==> config.mk <==
export PLATFORM = sky130hd
export DESIGN_NAME = cpu_fifo_port
export DESIGN_NICKNAME = d
export VERILOG_FILES = /design/src/rtl/fifo_port_pkg.sv /design/src/rtl/flush_ctrl.sv /design/src/rtl/fifo_store.sv /design/src/rtl/xfer_counter.sv /design/src/rtl/cpu_fifo_port.sv
export SDC_FILE = /design/constraint.sdc
export NUM_CORES = 1
export LEC_CHECK = 0
export BUFFER_PORTS_ARGS = -buffer_cell sky130_fd_sc_hd__buf_2
export CAP_MARGIN = 10
export CORE_ASPECT_RATIO = 1.75
export CORE_MARGIN = 4
export CORE_UTILIZATION = 35
export DETAILED_ROUTE_END_ITERATION = 10
export MAX_ROUTING_LAYER = met4
export SETUP_SLACK_MARGIN = 0.4
export SYNTH_ARGS = -nofsm -noshare
export SYNTH_HDL_FRONTEND = slang
export SYNTH_SLANG_ARGS = --single-unit
==> constraint.sdc <==
create_clock -name clk -period 6 [get_ports clk]
set_clock_uncertainty 0.05 [all_clocks]
set_input_delay 0.6 -clock clk [delete_from_list [all_inputs] [get_ports clk]]
set_output_delay 0.6 -clock clk [all_outputs]
set_load 0.1 [all_outputs]
==> src/rtl/fifo_port_pkg.sv <==
package fifo_port_pkg;

    typedef enum logic [0:0] {
        FL_IDLE  = 1'b0,
        FL_FLUSH = 1'b1
    } flush_state_e;

    typedef enum logic [1:0] {
        SEL_NONE = 2'd0,
        SEL_CTRL = 2'd1,
        SEL_DATA = 2'd2,
        SEL_SIZE = 2'd3
    } reg_sel_e;

endpackage

==> src/rtl/flush_ctrl.sv <==
module flush_ctrl
    import fifo_port_pkg::*;
(
    input  logic clk,
    input  logic rst_n,
    input  logic flush_req,
    output logic flush_active
);

    flush_state_e state_q;
    flush_state_e state_d;

    always_comb begin
        state_d = state_q;
        unique case (state_q)
            FL_IDLE:  if (flush_req) state_d = FL_FLUSH;
            FL_FLUSH: state_d = FL_IDLE;
            default:  state_d = FL_IDLE;
        endcase
    end

    always_ff @(posedge clk or negedge rst_n) begin
        if (!rst_n) state_q <= FL_IDLE;
        else        state_q <= state_d;
    end

    always_comb begin
        unique case (state_q)
            FL_IDLE:  flush_active = 1'b0;
            FL_FLUSH: flush_active = 1'b1;
            default:  flush_active = 1'b0;
        endcase
    end

    // the flush bit clears itself after a single cycle
    assert_flush_self_clear_R3: assert property (@(posedge clk) disable iff (!rst_n)
        (state_q == FL_FLUSH) |=> (state_q == FL_IDLE));

    // a flush only starts on request
    assert_flush_needs_req_R3: assert property (@(posedge clk) disable iff (!rst_n)
        (state_q == FL_IDLE && !flush_req) |=> (state_q == FL_IDLE));

endmodule

==> src/rtl/fifo_store.sv <==
module fifo_store #(
    parameter int DATA_W = 8,
    parameter int DEPTH  = 16
) (
    input  logic                      clk,
    input  logic                      rst_n,
    input  logic                      clr,
    input  logic                      push,
    input  logic [DATA_W-1:0]         push_data,
    input  logic                      pop,
    output logic [DATA_W-1:0]         head_data,
    output logic                      full,
    output logic                      empty,
    output logic [$clog2(DEPTH+1)-1:0] occ
);

    localparam int AW = (DEPTH > 1) ? $clog2(DEPTH) : 1;
    localparam int CW = $clog2(DEPTH + 1);
    localparam logic [AW-1:0] LAST = AW'(DEPTH - 1);
    localparam logic [CW-1:0] FULL_CNT = CW'(DEPTH);

    logic [DATA_W-1:0] mem [DEPTH];
    logic [AW-1:0]     wptr_q;
    logic [AW-1:0]     rptr_q;
    logic [CW-1:0]     occ_q;
    logic              do_push;
    logic              do_pop;

    assign full      = (occ_q == FULL_CNT);
    assign empty     = (occ_q == '0);
    assign occ       = occ_q;
    assign head_data = mem[rptr_q];
    assign do_push   = push && !full && !clr;
    assign do_pop    = pop && !empty && !clr;

    always_ff @(posedge clk) begin
        if (do_push) mem[wptr_q] <= push_data;
    end

    always_ff @(posedge clk or negedge rst_n) begin
        if (!rst_n) begin
            wptr_q <= '0;
            rptr_q <= '0;
            occ_q  <= '0;
        end else if (clr) begin
            wptr_q <= '0;
            rptr_q <= '0;
            occ_q  <= '0;
        end else begin
            if (do_push) wptr_q <= (wptr_q == LAST) ? '0 : wptr_q + 1'b1;
            if (do_pop)  rptr_q <= (rptr_q == LAST) ? '0 : rptr_q + 1'b1;
            unique case ({do_push, do_pop})
                2'b10:   occ_q <= occ_q + 1'b1;
                2'b01:   occ_q <= occ_q - 1'b1;
                default: occ_q <= occ_q;
            endcase
        end
    end

    assert_no_overflow_R4: assert property (@(posedge clk) disable iff (!rst_n)
        occ_q <= FULL_CNT);

    assert_drop_when_full_R4: assert property (@(posedge clk) disable iff (!rst_n)
        (full && !pop && !clr) |=> (full && $stable(wptr_q)));

    assert_no_underflow_R5: assert property (@(posedge clk) disable iff (!rst_n)
        (empty && !push && !clr) |=> (empty && $stable(rptr_q)));

    assert_push_pop_balance_R10: assert property (@(posedge clk) disable iff (!rst_n)
        (push && pop && !full && !empty && !clr) |=> $stable(occ_q));

endmodule

==> src/rtl/xfer_counter.sv <==
module xfer_counter #(
    parameter int CNT_W = 8
) (
    input  logic             clk,
    input  logic             rst_n,
    input  logic             load,
    input  logic [CNT_W-1:0] load_val,
    input  logic             dec,
    output logic [CNT_W-1:0] count,
    output logic             done
);

    localparam logic [CNT_W-1:0] ONE = CNT_W'(1);

    logic [CNT_W-1:0] count_q;
    logic             done_q;

    always_ff @(posedge clk or negedge rst_n) begin
        if (!rst_n) begin
            count_q <= '0;
            done_q  <= 1'b0;
        end else begin
            done_q <= dec && !load && (count_q == ONE);
            if (load)                       count_q <= load_val;
            else if (dec && count_q != '0)  count_q <= count_q - 1'b1;
        end
    end

    assign count = count_q;
    assign done  = done_q;

    assert_hold_zero_R8: assert property (@(posedge clk) disable iff (!rst_n)
        (count_q == '0 && !load) |=> (count_q == '0));

    assert_step_one_R8: assert property (@(posedge clk) disable iff (!rst_n)
        (!load && count_q != '0) |=> (count_q == $past(count_q) || count_q == $past(count_q) - 1'b1));

    assert_done_single_R9: assert property (@(posedge clk) disable iff (!rst_n)
        done_q |=> !done_q);

    assert_done_at_zero_R9: assert property (@(posedge clk) disable iff (!rst_n)
        done_q |-> (count_q == '0));

endmodule

==> src/rtl/cpu_fifo_port.sv <==
module cpu_fifo_port
    import fifo_port_pkg::*;
#(
    parameter int          DATA_W    = 8,
    parameter int          DEPTH     = 16,
    parameter int          RA_W      = 8,
    parameter logic [7:0]  CTRL_OFS  = 8'h31,
    parameter logic [7:0]  DATA_OFS  = 8'h32,
    parameter logic [7:0]  SIZE_OFS  = 8'h33,
    parameter int          FLUSH_BIT = 2
) (
    input  logic              clk,
    input  logic              rst_n,
    input  logic [RA_W-1:0]   reg_addr,
    input  logic              reg_wr,
    input  logic              reg_rd,
    input  logic [DATA_W-1:0] reg_wdata,
    output logic [DATA_W-1:0] reg_rdata,
    input  logic              dev_push,
    input  logic [DATA_W-1:0] dev_push_data,
    output logic              dev_push_ready,
    input  logic              dev_pop,
    output logic              dev_pop_valid,
    output logic [DATA_W-1:0] dev_pop_data,
    output logic              xfer_done
);

    localparam int CW     = $clog2(DEPTH + 1);
    localparam int STAT_W = 3;

    reg_sel_e          sel;
    logic              flush_active;
    logic              flush_req;
    logic              fifo_full;
    logic              fifo_empty;
    logic [CW-1:0]     fifo_occ;
    logic [DATA_W-1:0] head_data;
    logic              cpu_wr_data;
    logic              cpu_rd_data;
    logic              cpu_push_ok;
    logic              cpu_pop_ok;
    logic              dev_push_ok;
    logic              dev_pop_ok;
    logic              fifo_push;
    logic              fifo_pop;
    logic [DATA_W-1:0] fifo_push_data;
    logic [DATA_W-1:0] xfer_count;
    logic [DATA_W-1:0] status_byte;
    logic [DATA_W-1:0] rd_mux;
    logic [DATA_W-1:0] rdata_q;

    // Offset decode
    always_comb begin
        if (reg_addr == RA_W'(CTRL_OFS))      sel = SEL_CTRL;
        else if (reg_addr == RA_W'(DATA_OFS)) sel = SEL_DATA;
        else if (reg_addr == RA_W'(SIZE_OFS)) sel = SEL_SIZE;
        else                                  sel = SEL_NONE;
    end

    assign flush_req = reg_wr && (sel == SEL_CTRL) && reg_wdata[FLUSH_BIT] && !flush_active;

    flush_ctrl u_flush (
        .clk          (clk),
        .rst_n        (rst_n),
        .flush_req    (flush_req),
        .flush_active (flush_active)
    );

    // Access arbitration: processor first, device side gets the rest
    assign cpu_wr_data    = reg_wr && (sel == SEL_DATA) && !flush_active;
    assign cpu_rd_data    = reg_rd && (sel == SEL_DATA) && !flush_active;
    assign cpu_push_ok    = cpu_wr_data && !fifo_full;
    assign cpu_pop_ok     = cpu_rd_data && !fifo_empty;
    assign dev_push_ready = !flush_active && !fifo_full && !cpu_wr_data;
    assign dev_pop_valid  = !flush_active && !fifo_empty && !cpu_rd_data;
    assign dev_push_ok    = dev_push && dev_push_ready;
    assign dev_pop_ok     = dev_pop && dev_pop_valid;
    assign fifo_push      = cpu_push_ok || dev_push_ok;
    assign fifo_pop       = cpu_pop_ok || dev_pop_ok;
    assign fifo_push_data = cpu_wr_data ? reg_wdata : dev_push_data;
    assign dev_pop_data   = head_data;

    fifo_store #(
        .DATA_W (DATA_W),
        .DEPTH  (DEPTH)
    ) u_store (
        .clk       (clk),
        .rst_n     (rst_n),
        .clr       (flush_active),
        .push      (fifo_push),
        .push_data (fifo_push_data),
        .pop       (fifo_pop),
        .head_data (head_data),
        .full      (fifo_full),
        .empty     (fifo_empty),
        .occ       (fifo_occ)
    );

    xfer_counter #(
        .CNT_W (DATA_W)
    ) u_count (
        .clk      (clk),
        .rst_n    (rst_n),
        .load     (reg_wr && (sel == SEL_SIZE)),
        .load_val (reg_wdata),
        .dec      (cpu_push_ok || cpu_pop_ok),
        .count    (xfer_count),
        .done     (xfer_done)
    );

    assign status_byte = {{(DATA_W-STAT_W){1'b0}}, flush_active, fifo_full, fifo_empty};

    always_comb begin
        unique case (sel)
            SEL_CTRL: rd_mux = status_byte;
            SEL_DATA: rd_mux = cpu_pop_ok ? head_data : '0;
            SEL_SIZE: rd_mux = xfer_count;
            default:  rd_mux = '0;
        endcase
    end

    always_ff @(posedge clk or negedge rst_n) begin
        if (!rst_n)      rdata_q <= '0;
        else if (reg_rd) rdata_q <= rd_mux;
    end

    assign reg_rdata = rdata_q;

    assert_flush_empties_R3: assert property (@(posedge clk) disable iff (!rst_n)
        flush_active |=> (fifo_empty && fifo_occ == '0));

    assert_rdata_hold_R11: assert property (@(posedge clk) disable iff (!rst_n)
        !reg_rd |=> $stable(reg_rdata));

    assert_push_ready_full_R12: assert property (@(posedge clk) disable iff (!rst_n)
        dev_push_ready |-> !fifo_full);

    assert_pop_valid_empty_R12: assert property (@(posedge clk) disable iff (!rst_n)
        dev_pop_valid |-> !fifo_empty);

    assert_empty_read_zero_R5: assert property (@(posedge clk) disable iff (!rst_n)
        (reg_rd && sel == SEL_DATA && fifo_empty) |=> (reg_rdata == '0));

endmodule

==> run metrics, run 1 <==
status=finished, final reports clean; total routed wirelength=16.17 mm; drt drc=0; GRT met1 Usage=16.04%; Layout Nets=547; Clock Sinks=159; Die Height=195.9 um; DR iter-0 viols=320; Num CTS Buffers=17; depth of the CTS H-tree=4; antenna fix cells=0; via/cell ratio=5.389; Sequential Power Share=37.4%; Slew Limit Fails=0; Max VDD drop=0.0004703 V; met3 GRT Util=3.056%; final hold violations=0; Reg area=4622 um^2; maximum root-to-sink buffer count=2; area added between synthesis and finish=15.75%; CP Max Fanout=5; RSZ-0062 raised after global routing=false; core area=19,820 um^2; met2 Usage GRT=28.31%; register area share after synthesis=65.43%; hold crit path type=input port to async pin; Post-DRT Antenna Nets=0; synthesized flop and latch total=159; final setup vio count=0; Maximum Capacitance Violations=0; standard-cell rows=68; setup slack, reg-to-reg=2.32 ns; Finished Layout Cells=763; fin util=41.23%; io pins=49; most frequent cells in the layout=edfxtp_1, buf_2, nor2_1; Netlist cell types=60; commonest non-fill, non-tap cell in the layout=edfxtp_1; Gates resized, CTS repair=0; syn_nets=497; FFs w/ async S/R, synth=19.50%; Worst-Margin Slew=0.9061 ns; Post-Route Setup TNS=0 ns; peak-usage layer in the global routing report=met2; initial antenna violation count=0; first-pass GRT wire length=25.10 mm; Die W=115.4 um; clk_lat worst skew=0.43 ns; pwr/cell area=485.0 nW/um^2; Clk pwr share=27.9%; internal power=2.343 mW; layout cells sized above 1=27.61%; Mapped Cells=455; DIE AREA=22,600 um^2; multi-input logic area=2298 um^2; Critical Path RT=6.26 ns; Sw Share=40.90%; cts hold-fix bufs=0; Vias=4,112; grt total ovfl=0; Syn Area/Cell=15.52 um^2; Initial Util=35.62%; Psw=1.621 mW; Cells after DPL=730; crit path kind=input port to flip-flop; Yosys warnings=0; Main synth FF type=edfxtp_1; WL/cell=21.19 um; Post-synth EDFFs=128; total track usage=15.44%; Setup crit end kind=flip-flop; total power draw=3.964 mW; mapped cell area=7061 um^2; pin count of the biggest net entering global routing=37; fillcell total=1,779; relative slew slack=39.37%; startpoint class of the critical path=input port; Worst EP arrival=3.98 ns; Post CTS Setup Buffer Count=0; GPL Wtd Cong=0.8289; # port buffers=48; Pre-Repair DR Iteration Count=4; CTS clk-pin slew, worst paths=0.07 ns; CTS tree=yes; dpl hpwl=11.72 mm; root buf cell=clkbuf_16; FMAX=269.3 MHz; Comb pwr share=34.7%; vias in the first global route=4,422; final worst-path cycle share=61.89%; P_leak=2.947 nW; Final min period=3.713 ns
-- cell families after synthesis --
kind of cell / after synthesis / synth area share, %
compound gates: 64 / 7.000
xor+xnor: 7 / 0.8683
fa+ha+maj: 12 / 2.233
buf+inv: 34 / 2.020
flops: 159 / 65.43
mux: 49 / 12.81
simple gates: 130 / 9.640
-- per-layer routing --
| metal | vias up | share of wire [%] |
|---|---|---|
| met3 | 20 | 3.9 |
| met2 | 91 | 58 |
| met1 | 2110 | 37 |
| met4 | 0 | 1.8 |
| met5 | - | 0 |
| li1 | 1891 | - |
-- final timing paths --
path,startpoint,endpoint,depth (start not counted)
setup / recovery,reg_addr[7],u_store.occ[4],13
hold / removal,rst_n,u_store.wptr_q[2],1
setup reg to reg,u_flush.state_q,u_store.occ[4],10
hold reg to reg,reg_rdata[1],reg_rdata[1],1
max in group asynchronous,rst_n,u_store.rptr_q[1],1
min in group clk,reg_wdata[3],u_count.count[3],3
-- sequential cells by signal, summed over array words and instances (netlist names) --
register,cells
u_store.wptr_q,4
u_flush.state_q,1
u_store.occ,5
u_count.done,1
reg_rdata,8
u_store.rptr_q,4
u_count.count,8
u_store.mem,128
-- worst max-delay path: stages --
cell      delay, ns
buf_2          0.09
nor4bb_1       0.48
clkbuf_2       0.26
a31oi_2        0.15
nor3_1         0.33
o21ai_0        0.27
inv_1          0.17
ha_1           0.27
nor2b_1        0.15
o21a_1         0.21
or4b_4         0.50
and4_4         0.19
a311o_1        0.30
-- final cells by class --
class / instances / area share [%]
Sequential cell: 159 / 56.55
Inverter: 11 / 0.5052
Clock inverter: 15 / 2.404
Tap cell: 245 / 3.751
Timing Repair Buffer: 54 / 3.460
Clock buffer: 17 / 5.205
Multi-Input combinational cell: 262 / 28.12
-- per-stage QoR --
stage / cell area (um^2) / hold slack [ns] / setup WS [ns]
5_1_grt: 8173 / 0.2445 / 2.021
3_3_place_gp: 7546 / 0.4455 / 1.632
2_1_floorplan: 7061 / 0.2544 / 2.098
4_1_cts: 8168 / 0.2009 / 1.926
6_report: 8173 / 0.1798 / 2.287
3_5_place_dp: 7546 / 0.4517 / 1.449
-- power groups by stage --
stage               clock network [mW]  registers, mW  logic, mW
floorplan                            0           1.39       1.17
global placement                     0           1.50       1.37
detailed placement                   0           1.51       1.39
CTS                               1.13           1.48       1.40
global route                      1.17           1.50       1.47
finish                            1.11           1.48       1.38
-- Yosys cell counts (4+ instances only) --
cell / n / area share, %
mux2i_1: 6 / 0.85
o21ai_0: 4 / 0.28
inv_1: 11 / 0.58
buf_2: 6 / 0.43
clkbuf_1: 10 / 0.53
mux4_2: 32 / 10
xor2_1: 4 / 0.50
nand3_1: 12 / 0.85
a221o_1: 8 / 1.1
nand2_1: 31 / 1.6
ha_1: 11 / 1.9
nor2_1: 35 / 1.9
nand2b_1: 4 / 0.35
mux2_2: 11 / 1.8
nor2b_1: 14 / 1.2
edfxtp_1: 128 / 54
a22oi_1: 16 / 1.7
a21oi_1: 7 / 0.50
nor3_1: 8 / 0.57
dfrtp_1: 31 / 11
buf_1: 6 / 0.32
Power figures use the tool's default switching activity.
==> run 2: changes to the inputs <==
--- a/config.mk
+++ b/config.mk
@@ -5,6 +5,7 @@
 export SDC_FILE = /design/constraint.sdc
 export NUM_CORES = 1
 export LEC_CHECK = 0
+export ABC_AREA = 1
 export BUFFER_PORTS_ARGS = -buffer_cell sky130_fd_sc_hd__buf_2
 export CAP_MARGIN = 10
 export CORE_ASPECT_RATIO = 1.75
==> constraint.sdc (replaced) <==
create_clock -name clk -period 3.14 [get_ports clk]
set_clock_uncertainty 0.05 [all_clocks]
set_input_delay 0.314 -clock clk [delete_from_list [all_inputs] [get_ports clk]]
set_output_delay 0.314 -clock clk [all_outputs]
set_load 0.1 [all_outputs]
==> run 2 against run 1 <==
Effect of this change: die area increased by 3.9%; via count up 33%; sequential share of layout area shrank 3.3 points; synthesized cell count increased by 64%; first-iteration DRC count up 11%; worst hold slack got worse by 0.026 ns; worst setup slack worse by 1.8 ns; total power up 120%; non-clock buffer count up 16; global-route usage up 1.9 points.
==> run metrics, run 2 <==
status=finished, final reports clean; dpl ws=0.6118 ns (-0.8375 ns); CTS tree=yes; Yosys top cell by area=edfxtp_1; antenna fix cells=0 (unchanged); Worst Path Buf+Inv=3 (unchanged); setup slack, reg-to-reg=0.68 ns (-1.64 ns); worst r2r src=u_flush.state_q; Netlist cell types=38 (-37%); Crit path max-delay family=buffers and inverters; total routed wirelength=19.22 mm (+19%); Main synth FF type=edfxtp_1; Pre-Repair DR Iteration Count=6 (+2); crit path kind=flip-flop to primary output; FMAX=374.4 MHz; register area share after synthesis=62.82% (-2.6 points); Vias=5,454 (+33%); total power draw=8.562 mW (+120%); Syn Area/Cell=9.870 um^2 (-36%); root buf cell=clkbuf_16; crit-path cells=inv_4, nor2_4, buf_12, nand3_1, nand2_1, a21oi_1, nand2_1, nand2_1, buf_4; Mapped Cells=745 (+64%); syn_nets=787 (+58%); grt total ovfl=0 (unchanged); total track usage=17.32% (+1.9 points); Layout Nets=850 (+55%); Cells after DPL=1,035 (+42%); largest stage delay on the critical path=0.43 ns (-0.07 ns); first-pass GRT wire length=29.79 mm (+19%); worst setup margin=0.4688 ns (-1.818 ns); P_leak=3.586 nW (+22%); Final min period=2.671 ns; relative slew slack=47.53% (+8.2 points); drt drc=0 (unchanged); CP max-delay cell=dfrtp_1; area added between synthesis and finish=17.90%; max reg flops=128 (unchanged); hold crit path type=input port to flip-flop; largest register by flop count=u_store.mem; maximum root-to-sink buffer count=2 (unchanged); Critical Path RT=2.78 ns (-3.48 ns); fillcell total=1,941 (+9.1%); io pins=49 (unchanged); most frequent cells in the layout=nand2_1, edfxtp_1, nor2_1; Setup crit end kind=primary output; Post-Route Setup TNS=0 ns (unchanged); CTS clk-pin slew, worst paths=0.06 ns (about the same); clk_lat worst skew=0.42 ns (about the same); core area=20,460 um^2 (+3.2%); Worst Reg-to-Reg Cells=16 (+6); pin count of the biggest net entering global routing=39 (+5.4%); final worst-path cycle share=85.07%; top-count cell post-synth=nand2_1; commonest non-fill, non-tap cell in the layout=nand2_1; Die W=117.6 um (+1.9%); hold_sp=reg_wdata[2]; Finished Layout Cells=1,069 (+40%); Num CTS Buffers=17 (unchanged); hold_ws=0.1535 ns (-0.02630 ns); Top cell by count, worst path=nand2_1; Reg-to-Reg End=u_store.occ[4]; standard-cell rows=69 (+1.5%); Clock Sinks=159 (unchanged); startpoint class of the critical path=flip-flop; WL/cell=17.98 um (-15%); Max VDD drop=0.0007494 V (+59%); DIE AREA=23,480 um^2 (+3.9%); final hold violations=0 (unchanged); top cell type's share of synthesized area=52.27% (-2.2 points); Maximum Capacitance Violations=0 (unchanged); layout cells sized above 1=15.47% (-12 points); DR iter-0 viols=356 (+11%); top cells by area, synth=edfxtp_1, nand2_1, dfrtp_1, nor2_1, nand3_1; depth of the CTS H-tree=4 (unchanged); final setup vio count=0 (unchanged); Die Height=199.7 um (+2.0%); Post-synth EDFFs=128 (unchanged); Worst EP arrival=2.31 ns (-1.67 ns); # port buffers=48 (unchanged); Post-DRT Antenna Nets=0 (unchanged); Hold Crit Endpoint=u_flush.state_q; initial antenna violation count=0 (unchanged); synthesized flop and latch total=159 (unchanged); RSZ-0062 raised after global routing=false; pwr/cell area=987.6 nW/um^2 (+100%); top cells by count, synth=nand2_1, edfxtp_1, nor2_1, nand3_1, o21ai_0; Slew Limit Fails=0 (unchanged); FFs w/ async S/R, synth=19.50% (unchanged); Yosys warnings=0 (unchanged); GPL Wtd Cong=0.8051 (-2.9%); Worst-Margin Slew=0.7851 ns (-0.1210 ns); Initial Util=35.94% (+0.32 points); WHS Path Cells=2; via/cell ratio=5.102 (-5.3%); vias in the first global route=5,450 (+23%); dpl hpwl=13.32 mm (+14%); CP Max Fanout=18 (+13); mapped cell area=7353 um^2 (+4.1%)
-- run 2: cell count changes after synthesis, sizes merged, moves of 14 or more --
| cell | delta |
|---|---|
| nor2b | -14 |
| a22oi | -16 |
| nand3 | +39 |
| a21oi | +30 |
| inv | +34 |
| mux4 | -32 |
| nor2 | +59 |
| o21ai | +54 |
| nand2 | +205 |
-- run 2: metrics by stage --
step           area [um^2]  util, %
2_1_floorplan         7358        -
3_3_place_gp          7921    38.71
3_5_place_dp          7921    38.71
4_1_cts               8615    42.10
5_1_grt               8670    42.37
6_report              8670    42.37
-- run 2: area by class of cell --
class,instances,area (um^2),area share [%]
Inverter,48,190.2,2.194
Multi-Input combinational cell,512,2437,28.11
Clock inverter,10,209.0,2.410
Sequential cell,159,4621,53.30
Clock buffer,22,454.2,5.239
Tap cell,248,310.3,3.579
Timing Repair Buffer,70,447.9,5.167
-- run 2: where the power goes --
part	switching, mW	leakage, nW	internal (mW)	total, mW
Combinational	2.68	1.72	0.855	3.53
Sequential	0.164	1.55	2.54	2.70
Clock	0.814	0.315	1.51	2.33
Total	3.66	3.59	4.90	8.56
-- run 2: metal layers --
layer | share of wire, % | global-route usage (%) | vias up
met5 | 0 | - | -
met4 | 3.4 | 7.652 | 0
met3 | 3.6 | 2.650 | 34
met2 | 56 | 32.92 | 147
met1 | 37 | 17.62 | 2651
li1 | - | - | 2622
-- run 2: worst max-delay path by stage --
stage | start | endpoint | slack (ns) | cells after the start
after detailed placement | reg_addr[6] | u_store.occ[4] | 0.61 | 19
after global placement | u_flush.state_q | u_store.occ[4] | 0.62 | 16
final | u_store.rptr_q[2] | dev_pop_data[3] | 0.47 | 9
after floorplan | u_flush.state_q | dev_pop_valid | 0.61 | 3
after CTS | u_store.rptr_q[1] | dev_pop_data[7] | 0.41 | 7
after global routing | u_store.rptr_q[0] | dev_pop_data[5] | 0.41 | 9
-- run 2: cells by family after synthesis --
group / after synthesis / synth area share, %
compound gates: 104 / 7.776
xor+xnor: 5 / 0.5957
flops: 159 / 62.82
buf+inv: 74 / 4.373
simple gates: 391 / 22.29
fa+ha+maj: 12 / 2.144
-- run 2: timing repair --
item,4_1_cts,5_1_grt
hold buffers,1,0
gates resized for setup,8,13
buffers inserted,0,1
pin swaps,0,1
endpoints found under the hold margin,31,0
setup endpoints to repair,8,9
==> run 3: changes to the inputs <==
--- a/config.mk
+++ b/config.mk
@@ -10,9 +10,10 @@
 export CAP_MARGIN = 10
 export CORE_ASPECT_RATIO = 1.75
 export CORE_MARGIN = 4
-export CORE_UTILIZATION = 35
+export CORE_UTILIZATION = 65
 export DETAILED_ROUTE_END_ITERATION = 10
 export MAX_ROUTING_LAYER = met4
+export PLACE_DENSITY = 0.85
 export SETUP_SLACK_MARGIN = 0.4
 export SYNTH_ARGS = -nofsm -noshare
 export SYNTH_HDL_FRONTEND = slang
==> constraint.sdc (replaced) <==
create_clock -name clk -period 3.5 [get_ports clk]
set_clock_uncertainty 0.05 [all_clocks]
set_input_delay 0.35 -clock clk [delete_from_list [all_inputs] [get_ports clk]]
set_output_delay 0.35 -clock clk [all_outputs]
set_load 0.1 [all_outputs]
==> run 3 against run 2 <==
Effect of this change: combinational power down 16%; sequential power down 7.8%; utilization grew 33 points; routed wire length decreased by 2.3%; clock power down 14%; count of clock-buffer cells in the layout fell by 5; sequential share of layout area rose by 2.2 points; register-to-register slack improved by 0.20 ns; design area decreased by 3.8%; total power decreased by 13%; critical endpoint unchanged; highest routed layer unchanged.
==> run metrics, run 3 (same netlist as run 2, synthesis figures left out) <==
status=finished, final reports clean; drt drc=0 (unchanged); WHS Path Cells=2 (unchanged); hold crit path type=input port to flip-flop; grt total ovfl=0 (unchanged); Clock Sinks=159 (unchanged); Pre-Repair DR Iteration Count=6 (unchanged); layout cells sized above 1=13.90% (-1.6 points); Worst Reg-to-Reg Cells=16 (unchanged); dpl cell area=7671 um^2 (-3.2%); final setup vio count=0 (unchanged); Cells after DPL=905 (-13%); Finished Layout Cells=938 (-12%); CP Max Fanout=22 (+4); met2 WL=9.702 mm (-9.8%); largest register by flop count=u_store.mem; Worst-Margin Slew=0.8346 ns (+0.04943 ns); Critical Path RT=3.10 ns (+0.32 ns); Post-Route Setup TNS=0 ns (unchanged); Die W=88.40 um (-25%); depth of the CTS H-tree=4 (unchanged); CTS clk-pin slew, worst paths=0.06 ns (about the same); DIE AREA=13,150 um^2 (-44%); Initial Util=66.23% (+30 points); Vias=5,706 (+4.6%); # port buffers=48 (unchanged); first-pass GRT wire length=29.72 mm (-0.26%); Post CTS Setup Buffer Count=0 (unchanged); total track usage=31.56% (+14 points); Num CTS Buffers=17 (unchanged); most frequent cells in the layout=nand2_1, edfxtp_1, nor2_1; root buf cell=clkbuf_16; final worst-path cycle share=85.16%; Worst EP arrival=2.58 ns (+0.27 ns); io pins=49 (unchanged); P_leak=3.473 nW (-3.1%); final non-filler cell area=8338 um^2 (-3.8%); maximum root-to-sink buffer count=2 (unchanged); Final min period=2.981 ns; vias in the first global route=5,693 (+4.5%); initial antenna violation count=0 (unchanged); met3 wire len=1.501 mm (+120%); via/cell ratio=6.083 (+19%); Maximum Capacitance Violations=0 (unchanged); core area=11,100 um^2 (-46%); standard-cell rows=51 (-26%); crit path kind=flip-flop to primary output; Setup crit end kind=primary output; GPL Wtd Cong=0.9970 (+24%); Max VDD drop=0.0008917 V (+19%); total routed wirelength=18.78 mm (-2.3%); Layout Nets=835 (-1.8%); pin count of the biggest net entering global routing=64 (+64%); final hold violations=0 (unchanged); relative slew slack=44.16% (-3.4 points); WL/cell=20.02 um (+11%); Post-DRT Antenna Nets=0 (unchanged); startpoint class of the critical path=flip-flop; max reg flops=128 (unchanged); area added between synthesis and finish=13.39%; WL met1=6.200 mm (-13%); dpl hpwl=12.45 mm (-6.5%); max layer used=met4; CTS tree=yes; DR iter-0 viols=877 (+150%); Die Height=148.7 um (-26%); RSZ-0062 raised after global routing=false; pwr/cell area=893.9 nW/um^2 (-9.5%); Slew Limit Fails=0 (unchanged); antenna fix cells=0 (unchanged); clk_lat worst skew=0.42 ns (about the same); FMAX=335.5 MHz; commonest non-fill, non-tap cell in the layout=nand2_1
==> run 3: cell types whose count changed in the layout (fill, tap and decap cells not counted), sizes merged <==
cell,previous run,this run
buf,69,54
bufinv,6,5
clkinvlp,2,6
clkinv,5,6
inv,45,46
clkbuf,22,17
==> run 3: worst paths after layout <==
| path | from | endpoint | slack, ns |
|---|---|---|---|
| min in group asynchronous | rst_n | u_count.count[4] | 0.49 |
| max in group asynchronous | rst_n | u_store.rptr_q[0] | 2.34 |
| min reg2reg | reg_rdata[6] | reg_rdata[6] | 0.43 |
| max reg2reg | u_flush.state_q | u_store.occ[4] | 0.88 |
| max | u_store.rptr_q[1] | dev_pop_data[3] | 0.52 |
| min | reg_wdata[2] | u_flush.state_q | 0.16 |
==> run 3: layout make-up <==
type	count	area, um^2
Sequential cell	159	4624
Fill cell	718	2765
Multi-Input combinational cell	512	2420
Clock buffer	17	425.4
Timing Repair Buffer	55	299.0
Clock inverter	15	216.5
Inverter	48	187.7
Tap cell	132	165.2
==> run 3: per-stage QoR <==
| step | setup slack (ns) | hold WS, ns | power [mW] | utilization [%] |
|---|---|---|---|---|
| global route | 0.4128 | 0.1735 | 7.744 | 75.10 |
| global placement | 0.9044 | 0.3831 | 5.239 | 69.09 |
| detailed placement | 0.8523 | 0.3978 | 5.362 | 69.09 |
| finish | 0.5193 | 0.1617 | 7.453 | 75.10 |
| floorplan | 0.9359 | 0.004409 | 4.708 | - |
| CTS | 0.3911 | 0.1573 | 7.380 | 75.04 |
==> run 3: power breakdown <==
| group | switching, mW | leakage [nW] | internal (mW) |
|---|---|---|---|
| clock network | 0.744 | 0.293 | 1.26 |
| registers | 0.213 | 1.55 | 2.28 |
| logic | 2.33 | 1.63 | 0.622 |
==> run 3: layer usage <==
| metal | global-route usage [%] | up-vias |
|---|---|---|
| li1 | - | 2592 |
| met2 | 49.93 | 370 |
| met1 | 36.42 | 2666 |
| met5 | - | - |
| met4 | 20.80 | 0 |
| met3 | 5.322 | 78 |
==> run 3: timing repair <==
| item | 4_1_cts | 5_1_grt |
|---|---|---|
| gates resized for setup | 3 | 3 |
| setup endpoints to repair | 6 | 8 |
| endpoints found under the hold margin | 31 | 0 |
| hold buffers | 1 | 0 |
==> run 3: worst max-delay path, stage by stage, from the launching register on <==
cell,delay (ns)
dfrtp_2,0.53
inv_2,0.37
o21ai_0,0.21
o211ai_1,0.35
nand2_1,0.10
nand2_1,0.13
buf_2,0.44
